File: src/rtl/seq_pkg.sv
package seq_pkg;
  localparam int OP_W = 3;

  typedef enum logic [OP_W-1:0] {
    OP_SETO = 3'd0,
    OP_JMP  = 3'd1,
    OP_BRS  = 3'd2,
    OP_BRC  = 3'd3,
    OP_LDT  = 3'd4,
    OP_WAIT = 3'd5,
    OP_ADDI = 3'd6,
    OP_RETI = 3'd7
  } op_e;
endpackage

File: src/rtl/seq_decode.sv
module seq_decode
  import seq_pkg::*;
#(
  parameter int ADDR_W = 5,
  parameter int SEL_W  = 4,
  parameter int OUT_W  = 32,
  parameter int IMM_W  = 20,
  parameter int WORD_W = OP_W + ADDR_W + SEL_W + OUT_W + IMM_W
) (
  input  logic [WORD_W-1:0] word,
  output op_e               op,
  output logic [ADDR_W-1:0] target,
  output logic [SEL_W-1:0]  sel,
  output logic [OUT_W-1:0]  outs,
  output logic [IMM_W-1:0]  imm
);
  localparam int TGT_HI = WORD_W - OP_W - 1;
  localparam int SEL_HI = TGT_HI - ADDR_W;
  localparam int OUT_HI = SEL_HI - SEL_W;

  always_comb begin
    op     = op_e'(word[WORD_W-1 -: OP_W]);
    target = word[TGT_HI -: ADDR_W];
    sel    = word[SEL_HI -: SEL_W];
    outs   = word[OUT_HI -: OUT_W];
    imm    = word[IMM_W-1:0];
  end
endmodule

File: src/rtl/seq_timer.sv
module seq_timer #(
  parameter int CNT_W = 20
) (
  input  logic             clk,
  input  logic             rst,
  input  logic             load,
  input  logic [CNT_W-1:0] load_val,
  output logic             expired
);
  logic [CNT_W-1:0] count_q;

  always_ff @(posedge clk) begin
    if (rst)
      count_q <= '0;
    else if (load)
      count_q <= load_val;
    else if (count_q != '0)
      count_q <= count_q - 1'b1;
  end

  assign expired = (count_q == '0);
endmodule

File: src/rtl/seq_irq.sv
module seq_irq #(
  parameter int ADDR_W = 5,
  parameter int IRQ_N  = 4
) (
  input  logic              clk,
  input  logic              rst,
  input  logic [IRQ_N-1:0]  req,
  input  logic              ret_exec,
  input  logic [ADDR_W-1:0] resume_addr,
  output logic              take,
  output logic              in_service,
  output logic [ADDR_W-1:0] ret_addr
);
  logic any_req;

  assign any_req = |req;
  assign take    = any_req && !in_service;

  always_ff @(posedge clk) begin
    if (rst) begin
      in_service <= 1'b0;
      ret_addr   <= '0;
    end else if (take) begin
      in_service <= 1'b1;
      ret_addr   <= resume_addr;
    end else if (ret_exec) begin
      in_service <= 1'b0;
    end
  end
endmodule

File: src/rtl/ballast_seq.sv
module ballast_seq
  import seq_pkg::*;
#(
  parameter int ADDR_W = 5,
  parameter int SEL_W  = 4,
  parameter int OUT_W  = 32,
  parameter int IMM_W  = 20,
  parameter int IRQ_N  = 4,
  parameter int WORD_W = OP_W + ADDR_W + SEL_W + OUT_W + IMM_W,
  parameter int FLAG_N = 1 << SEL_W
) (
  input  logic              clk,
  input  logic              rst,
  output logic [ADDR_W-1:0] rom_addr,
  input  logic [WORD_W-1:0] rom_data,
  input  logic [FLAG_N-1:0] flags,
  input  logic [IRQ_N-1:0]  irq,
  output logic [OUT_W-1:0]  ctrl_out,
  output logic [IMM_W-1:0]  acc_out
);
  localparam logic [ADDR_W-1:0] IRQ_VECTOR = {ADDR_W{1'b1}};

  op_e               op;
  logic [ADDR_W-1:0] target;
  logic [SEL_W-1:0]  sel;
  logic [OUT_W-1:0]  outs;
  logic [IMM_W-1:0]  imm;

  logic [ADDR_W-1:0] pc_q, pc_d;
  logic [OUT_W-1:0]  ctrl_q;
  logic [IMM_W-1:0]  acc_q;
  logic              out_en, acc_en, tmr_load, reti_en;
  logic              tmr_done, irq_take, in_svc, flag_hit;
  logic [ADDR_W-1:0] ret_addr;

  seq_decode #(
    .ADDR_W(ADDR_W), .SEL_W(SEL_W), .OUT_W(OUT_W), .IMM_W(IMM_W), .WORD_W(WORD_W)
  ) u_dec (
    .word(rom_data), .op(op), .target(target), .sel(sel), .outs(outs), .imm(imm)
  );

  seq_timer #(.CNT_W(IMM_W)) u_tmr (
    .clk(clk), .rst(rst), .load(tmr_load), .load_val(imm), .expired(tmr_done)
  );

  seq_irq #(.ADDR_W(ADDR_W), .IRQ_N(IRQ_N)) u_irq (
    .clk(clk), .rst(rst), .req(irq), .ret_exec(reti_en), .resume_addr(pc_q),
    .take(irq_take), .in_service(in_svc), .ret_addr(ret_addr)
  );

  assign flag_hit = flags[sel];

  always_comb begin
    pc_d     = pc_q + 1'b1;
    out_en   = 1'b0;
    acc_en   = 1'b0;
    tmr_load = 1'b0;
    reti_en  = 1'b0;
    if (irq_take) begin
      pc_d = IRQ_VECTOR;
    end else begin
      unique case (op)
        OP_SETO: out_en = 1'b1;
        OP_JMP:  pc_d = target;
        OP_BRS:  if (flag_hit) pc_d = target;
        OP_BRC:  if (!flag_hit) pc_d = target;
        OP_LDT:  tmr_load = 1'b1;
        OP_WAIT: if (!tmr_done && !flag_hit) pc_d = pc_q;
        OP_ADDI: acc_en = 1'b1;
        OP_RETI: begin
          reti_en = 1'b1;
          pc_d    = ret_addr;
        end
        default: pc_d = pc_q + 1'b1;
      endcase
    end
  end

  always_ff @(posedge clk) begin
    if (rst) begin
      pc_q   <= '0;
      ctrl_q <= '0;
      acc_q  <= '0;
    end else begin
      pc_q <= pc_d;
      if (out_en) ctrl_q <= outs;
      if (acc_en) acc_q <= acc_q + imm;
    end
  end

  assign rom_addr = pc_q;
  assign ctrl_out = ctrl_q;
  assign acc_out  = acc_q;
endmodule

File: config.mk
export PLATFORM = sky130hd
export DESIGN_NAME = ballast_seq
export DESIGN_NICKNAME = d
export VERILOG_FILES = /design/src/rtl/seq_pkg.sv /design/src/rtl/seq_decode.sv /design/src/rtl/seq_timer.sv /design/src/rtl/seq_irq.sv /design/src/rtl/ballast_seq.sv
export SDC_FILE = /design/constraint.sdc
export NUM_CORES = 1
export LEC_CHECK = 0
export BUFFER_PORTS_ARGS = -buffer_cell sky130_fd_sc_hd__buf_4
export CELL_PAD_IN_SITES_DETAIL_PLACEMENT = 1
export CELL_PAD_IN_SITES_GLOBAL_PLACEMENT = 2
export CORE_MARGIN = 1.5
export CORE_UTILIZATION = 31
export DETAILED_ROUTE_END_ITERATION = 6
export GPL_ROUTABILITY_DRIVEN = 0
export GPL_TIMING_DRIVEN = 0
export PLACE_DENSITY = 0.95
export SYNTH_ARGS = -nofsm -noshare
export SYNTH_HDL_FRONTEND = slang
export SYNTH_SLANG_ARGS = --single-unit
File: constraint.sdc
create_clock -name clk -period 7.3 [get_ports clk]
set_clock_uncertainty 0.2 [all_clocks]
set_input_delay 1.46 -clock clk [delete_from_list [all_inputs] [get_ports clk]]
set_output_delay 1.46 -clock clk [all_outputs]
set_load 0.02 [all_outputs]
; ---- Word level (Yosys, flattened, before mapping)
; Cells that the tools add are included.
[word_totals]
regBits = 83
latchBits = 0
ramBits = 0
mem_bits_ro = 0
inputBits = 86
output_inout_bits = 57
elab_cells = 48
memories = 0
[op_classes]
addsub = 3
mul = 0
div = 0
order_cmp = 1
n_eq_ne = 8
shift = 0
n_mux = 19
bitwise_logic = 0
n_reduce_logical = 11
[op_table]
columns = op, count
row1 = $mux W20, 2
row2 = $pmux W5 S5, 1
row3 = $add A20 B20 Y20, 1
row4 = $logic_not A20 Y1, 1
row5 = $mux W5, 4
row6 = $reduce_bool A20 Y1, 1
row7 = $sub A20 B1 Y20 const B, 1
row8 = $eq A3 B3 Y1 const B, 4
row9 = $mux W1, 11
row10 = $eq A3 B2 Y1 const B, 2
row11 = $add A5 B1 Y5 const B, 1
row12 = $lt A4 B5 Y1 const B, 1
row13 = $bmux W1 S4, 1
row14 = $reduce_bool A2 Y1, 2
row15 = $reduce_or A4 Y1, 1
row16 = $eq A3 B1 Y1 const B, 1
row17 = $logic_not A1 Y1, 3
row18 = $logic_not A3 Y1, 1
row19 = $ne A3 B3 Y1 const B, 1
row20 = $logic_and A1 B1 Y1, 2

; ---- Longest topological paths before layout
[depth]
depth_word = 7
ltp_mapped = 9
depth_no_buf = 8

; ---- Hierarchy
; A second synthesis with hierarchy kept.
[unflattened]
cells_unflattened = 664
hier_area_um2 = 5371.4
[modules_own_cells]
columns = module, instances, cells_each, area_each_um2, seq_area_each_um2
row1 = ballast_seq, 1, 452, 3524.6, 1141.1
row2 = seq_timer, 1, 122, 1081.0, 400.4
row3 = seq_decode, 1, 64, 480.5, 0.0
row4 = seq_irq, 1, 26, 285.3, 120.1

; ---- Worst setup path after synthesis
; Ideal clock, no wire load.
[synth_timing]
kind = input -> register
start = input rom_data[52]
end = register pc_q[1], in the netlist rom_addr[1]
setup_time_ns = 0.137
arrival_ns = 3.380
required_time_ns = 6.963
setup_slack_ns = 3.584
path_stages = 6
n_path_buf = 0
cell_sequence = mux4_1 > mux4_2 > xnor2_2 > mux2_2 > o211ai_1 > a31oi_1
[synth_between]
elab_chain_len = 5
word_cells_on_any_way = 9
classes_between = 1 x eq/ne / 6 x mux / 2 x reduce/logical
[synth_rtl]
columns = item, line_no
row1 = "start, declared", ballast_seq.sv:15  ; input logic [WORD_W-1:0] rom_data,
row2 = $bmux W1 S4 *, ballast_seq.sv:51  ; assign flag_hit = flags[sel];
row3 = $mux W1 (implied by the code) *, ballast_seq.sv:51
row4 = "$mux W5, or another cell as far along", ballast_seq.sv:66  ; OP_BRC: if (!flag_hit) pc_d = target;
row5 = $pmux W5 S5 or $logic_and A1 B1 Y1 (tied branches), "ballast_seq.sv:62, ballast_seq.sv:68"
row6 = $mux W5 or $ne A3 B3 Y1 (tied branches), -
row7 = "end signal, assigned", ballast_seq.sv:85  ; pc_q <= pc_d;
row8 = "end, declared", ballast_seq.sv:29  ; logic [ADDR_W-1:0] pc_q, pc_d;
; Mark *: on every way between the ends. The rest lies on a longest branch, timed or not. The select of a mux whose other input is x is not followed.
; A chain may end at the register's enable or synchronous reset.

; ---- Worst setup path in the final report
[layout_timing]
start = input irq[1]
end = register u_tmr.count_q[16]
[layout_between]
elab_chain_len = 4
word_cells_on_any_way = 5
classes_between = 2 x mux / 3 x reduce/logical
[layout_rtl]
columns = item, line_no
row1 = "start, declared", ballast_seq.sv:17  ; input logic [IRQ_N-1:0] irq,
row2 = $reduce_or A4 Y1 *, seq_irq.sv:16  ; assign any_req = |req;
row3 = $logic_and A1 B1 Y1 *, seq_irq.sv:17  ; assign take = any_req && !in_service;
row4 = $mux W1 *, ballast_seq.sv:59  ; if (irq_take) begin
row5 = $mux W20 or $reduce_bool A2 Y1 (tied branches), -
row6 = "end signal, assigned", seq_timer.sv:16  ; count_q <= load_val;
row7 = "end signal, assigned", seq_timer.sv:18  ; count_q <= count_q - 1'b1;
row8 = "end, declared", seq_timer.sv:10  ; logic [CNT_W-1:0] count_q;
; Mark *: on every way between the ends. The rest lies on a longest branch, timed or not.

==> impl_metrics.prom <==
# TYPE chip_impl_metric gauge
chip_impl_metric{name="insertedDiodeCount",unit=""} 0
chip_impl_metric{name="worst_slew_pin_slew",unit="ns"} 1.16
chip_impl_metric{name="globalRouteOverflowTotal",unit=""} 0
chip_impl_metric{name="synth-async-reset-ratio",unit="%"} 0
chip_impl_metric{name="setup-violations-final",unit=""} 0
chip_impl_metric{name="hold_path_depth",unit=""} 2
chip_impl_info{name="worst-setup-path-type",value="in2reg"} 1
chip_impl_metric{name="cts_sinks",unit=""} 83
chip_impl_info{name="crit_path_end_kind",value="flip-flop"} 1
chip_impl_metric{name="r2r.worst_path.cells",unit=""} 8
chip_impl_metric{name="grt_max_degree",unit=""} 18
chip_impl_metric{name="cts_buffers",unit=""} 9
chip_impl_metric{name="synthDistinctLibCells",unit=""} 62
chip_impl_metric{name="finish.net_count",unit=""} 868
chip_impl_metric{name="routed_wl",unit="mm"} 17.6
chip_impl_metric{name="grt_antenna_before_repair",unit=""} 0
chip_impl_metric{name="postCtsResizedCells",unit=""} 0
chip_impl_info{name="r2r_end",value="acc_out[18]"} 1
chip_impl_info{name="worst_hold_startpoint",value="ctrl_out[2]"} 1
chip_impl_metric{name="synth.net_count",unit=""} 718
chip_impl_metric{name="portBuffers",unit=""} 139
chip_impl_metric{name="timing.max_cap.violations",unit=""} 0
chip_impl_metric{name="number_of_buffers_added_to_fix_hold_violations_after_cts",unit=""} 0
chip_impl_metric{name="gr_usage_total",unit="%"} 21.8
chip_impl_metric{name="final.fill_count",unit=""} 1853
chip_impl_metric{name="detail_route.vias_per_cell",unit=""} 5.44
chip_impl_metric{name="die_span_in_x",unit="um"} 127
chip_impl_metric{name="cts.clk_slew.worst_paths",unit="ns"} 0.07
chip_impl_metric{name="htree_num_levels",unit=""} 3
chip_impl_metric{name="drt_iter0_markers",unit=""} 189
chip_impl_metric{name="postRouteAntennaNets",unit=""} 0
chip_impl_metric{name="worst_ir_drop_vdd",unit="uV"} 131
chip_impl_metric{name="drive_gt1_share",unit="%"} 21.9
chip_impl_metric{name="final_max_slew_viol_count",unit=""} 0
chip_impl_metric{name="final_min_period_over_clock_period",unit="%"} 58.5
chip_impl_metric{name="design.core.area",unit="um^2"} 15100
chip_impl_metric{name="detailroute.via_count",unit=""} 5177
chip_impl_metric{name="worst-path-max-fanout",unit=""} 10
chip_impl_info{name="tritoncts_clock_tree",value="yes"} 1
chip_impl_metric{name="regToRegSetupSlack",unit="ns"} 4.33
chip_impl_info{name="status",value="complete, no violations"} 1
chip_impl_info{name="ys.flop_type",value="sky130_fd_sc_hd__dfxtp_1"} 1
chip_impl_metric{name="post_drt_wl_per_cell",unit="um"} 18.5
chip_impl_metric{name="yosys_warnings",unit=""} 0
chip_impl_metric{name="final_hold_viol_count",unit=""} 0
chip_impl_metric{name="power_density",unit="nW/um^2"} 248
chip_impl_info{name="worst_hold_path.endpoint",value="ctrl_out[2]"} 1
chip_impl_metric{name="post-route-min-period",unit="ns"} 4.27
chip_impl_metric{name="timing.slew.headroom",unit="%"} 21.9
chip_impl_metric{name="layout_setup_ws",unit="ns"} 3.03
chip_impl_metric{name="worstPathArrival",unit="ns"} 4.35
chip_impl_metric{name="grt_pass1_vias",unit=""} 5436
chip_impl_info{name="critical_path.startpoint_type",value="input pin"} 1
chip_impl_metric{name="first_pass_iters",unit=""} 5
chip_impl_metric{name="cts_buffer_depth",unit=""} 2
chip_impl_info{name="rsz_0062_raised_after_global_routing",value="no"} 1
chip_impl_metric{name="worstPathRequired",unit="ns"} 7.38
chip_impl_metric{name="dpl_cell_area",unit="um^2"} 6080
chip_impl_metric{name="synth_edf_count",unit=""} 0
chip_impl_metric{name="max_clock_freq",unit="MHz"} 234
chip_impl_metric{name="yosysSeqAreaShare",unit="%"} 34.6
chip_impl_metric{name="fp-row-count",unit=""} 45
chip_impl_metric{name="effective_utilization_at_floorplan",unit="%"} 31.7
chip_impl_metric{name="die_area",unit="um^2"} 16200
chip_impl_metric{name="combined_area_of_all_synthesized_cells",unit="um^2"} 4800
chip_impl_metric{name="final_area",unit="um^2"} 6370
chip_impl_metric{name="syn_to_final_growth",unit="%"} 32.8
chip_impl_metric{name="dieHeight",unit="um"} 127
chip_impl_metric{name="p_leak",unit="nW"} 2.78
chip_impl_metric{name="drc",unit=""} 0
chip_impl_info{name="hold_class",value="reg2reg"} 1
chip_impl_metric{name="grt_first_pass_wirelength",unit="mm"} 27.9
chip_impl_metric{name="setup_tns",unit="ns"} 0
chip_impl_metric{name="dpl_worst_slack",unit="ns"} 2.72
chip_impl_metric{name="hpwlAfterDp",unit="mm"} 13.5
chip_impl_metric{name="synth-seq-cells",unit=""} 83
chip_impl_metric{name="cts.repair_timing.setup_buffer_count",unit=""} 0
chip_impl_metric{name="netlist_instances",unit=""} 609
chip_impl_info{name="reg2reg_from",value="acc_out[0]"} 1
chip_impl_metric{name="pin_count",unit=""} 143
chip_impl_metric{name="post_synth.cell_area_avg",unit="um^2"} 7.88
chip_impl_metric{name="clkLatencyLatePin",unit="ns"} 0.35
chip_impl_info{name="root_buffer",value="sky130_fd_sc_hd__clkbuf_16"} 1
## how the worst max path moves through the flow
stage / start / end / slack, ns / depth (start not counted)
after floorplan: rom_data[52] / rom_addr[1] / 3.58 / 6
after global placement: irq[1] / u_tmr.count_q[18] / 2.83 / 8
after detailed placement: irq[1] / u_tmr.count_q[16] / 2.72 / 8
after CTS: irq[1] / u_tmr.count_q[16] / 3.05 / 8
after global routing: irq[1] / u_tmr.count_q[13] / 2.88 / 8
final: irq[1] / u_tmr.count_q[16] / 3.03 / 8
## routing by layer
layer  share of wire, %  track usage (%)  up-vias  routed length (um)
li1                   -                -     2502                   -
met1                 42             25.5     2510                7450
met2                 50             38.5      142                8700
met3                6.1             6.11       23                1080
met4                2.0             6.42        0                 344
met5                  0                0        -                   0
## sequential cells by signal, indices dropped and copies added (netlist names)
| register | count |
|---|---|
| u_irq.ret_addr | 5 |
| rom_addr | 5 |
| u_tmr.count_q | 20 |
| acc_out | 20 |
| ctrl_out | 32 |
| u_irq.in_service | 1 |
## cell usage after synthesis (9+ instances only)
| cell | instances | area share [%] |
|---|---|---|
| sky130_fd_sc_hd__a211oi_1 | 11 | 1.7 |
| sky130_fd_sc_hd__a21o_1 | 13 | 2.0 |
| sky130_fd_sc_hd__a21oi_1 | 71 | 7.4 |
| sky130_fd_sc_hd__a22oi_1 | 10 | 1.6 |
| sky130_fd_sc_hd__clkbuf_1 | 31 | 2.4 |
| sky130_fd_sc_hd__dfxtp_1 | 83 | 35 |
| sky130_fd_sc_hd__ha_1 | 22 | 5.7 |
| sky130_fd_sc_hd__inv_1 | 14 | 1.1 |
| sky130_fd_sc_hd__nand2_1 | 112 | 8.8 |
| sky130_fd_sc_hd__nand3_1 | 19 | 2.0 |
| sky130_fd_sc_hd__nor2_1 | 47 | 3.7 |
| sky130_fd_sc_hd__nor3_1 | 16 | 1.7 |
| sky130_fd_sc_hd__o21ai_0 | 21 | 2.2 |
| sky130_fd_sc_hd__or3_1 | 11 | 1.4 |
| sky130_fd_sc_hd__xnor2_1 | 9 | 1.6 |
| sky130_fd_sc_hd__xor2_1 | 15 | 2.7 |
## cell type report
type | instances | area (um^2) | share of cell area, %
flip-flops and latches | 83 | 1660 | 26.1
repair buffers | 139 | 1040 | 16.4
clock buffers | 9 | 225 | 3.53
clock inverters | 7 | 68.8 | 1.08
plain buffers | 32 | 128 | 2.00
well taps | 188 | 235 | 3.69
inverters | 14 | 52.6 | 0.825
multi-input cells | 480 | 2960 | 46.4
## layout by cell type, fill, tap and decap left out, drive strengths merged, types with 18 or more instances in the layout
cell    instances
ha             22
nand2         112
inv            18
o21ai          21
nand3          19
a21oi          71
buf           140
nor2           48
dfxtp          83
clkbuf         40
## per-stage QoR
| step | power, W | instances | util (%) | hold WS, ns |
|---|---|---|---|---|
| finish | 0.00158 | 952 | 42.1 | 0.263 |
| global route | 0.00168 | 952 | 42.1 | 0.290 |
| CTS | 0.00159 | 952 | 42.1 | 0.265 |
| detailed placement | 0.00112 | 936 | 40.1 | 0.255 |
| global placement | 0.00109 | 936 | 40.1 | 0.244 |
| floorplan | 0.000952 | 609 | - | 0.236 |
## critical path: stages
cell and delay, ns:
sky130_fd_sc_hd__buf_4 0.11, sky130_fd_sc_hd__nor4_1 0.59, sky130_fd_sc_hd__nor2_1 0.15, sky130_fd_sc_hd__clkbuf_1 0.30
sky130_fd_sc_hd__nor3_1 0.94, sky130_fd_sc_hd__clkbuf_1 0.51, sky130_fd_sc_hd__a22oi_1 0.18, sky130_fd_sc_hd__nor2_1 0.11
## power breakdown
| group | leakage (nW) | switching [W] | internal [W] |
|---|---|---|---|
| clock network | 0.138 | 0.000222 | 0.000240 |
| registers | 0.676 | 0.0000603 | 0.000515 |
| logic | 1.96 | 0.000306 | 0.000235 |
## cells by family (layout without fill, tap and decap cells)
family	after synthesis	after routing	share of synthesized area, %
buffers and inverters	46	201	3.75
AND/OR/NAND/NOR	244	244	23.0
XOR/XNOR	25	25	4.72
flip-flops	83	83	34.6
multiplexers	8	8	3.34
adder cells (fa/ha/maj)	23	23	6.15
AO/OA/AOI/OAI	180	180	24.4
(Power assumes the default switching activity.)
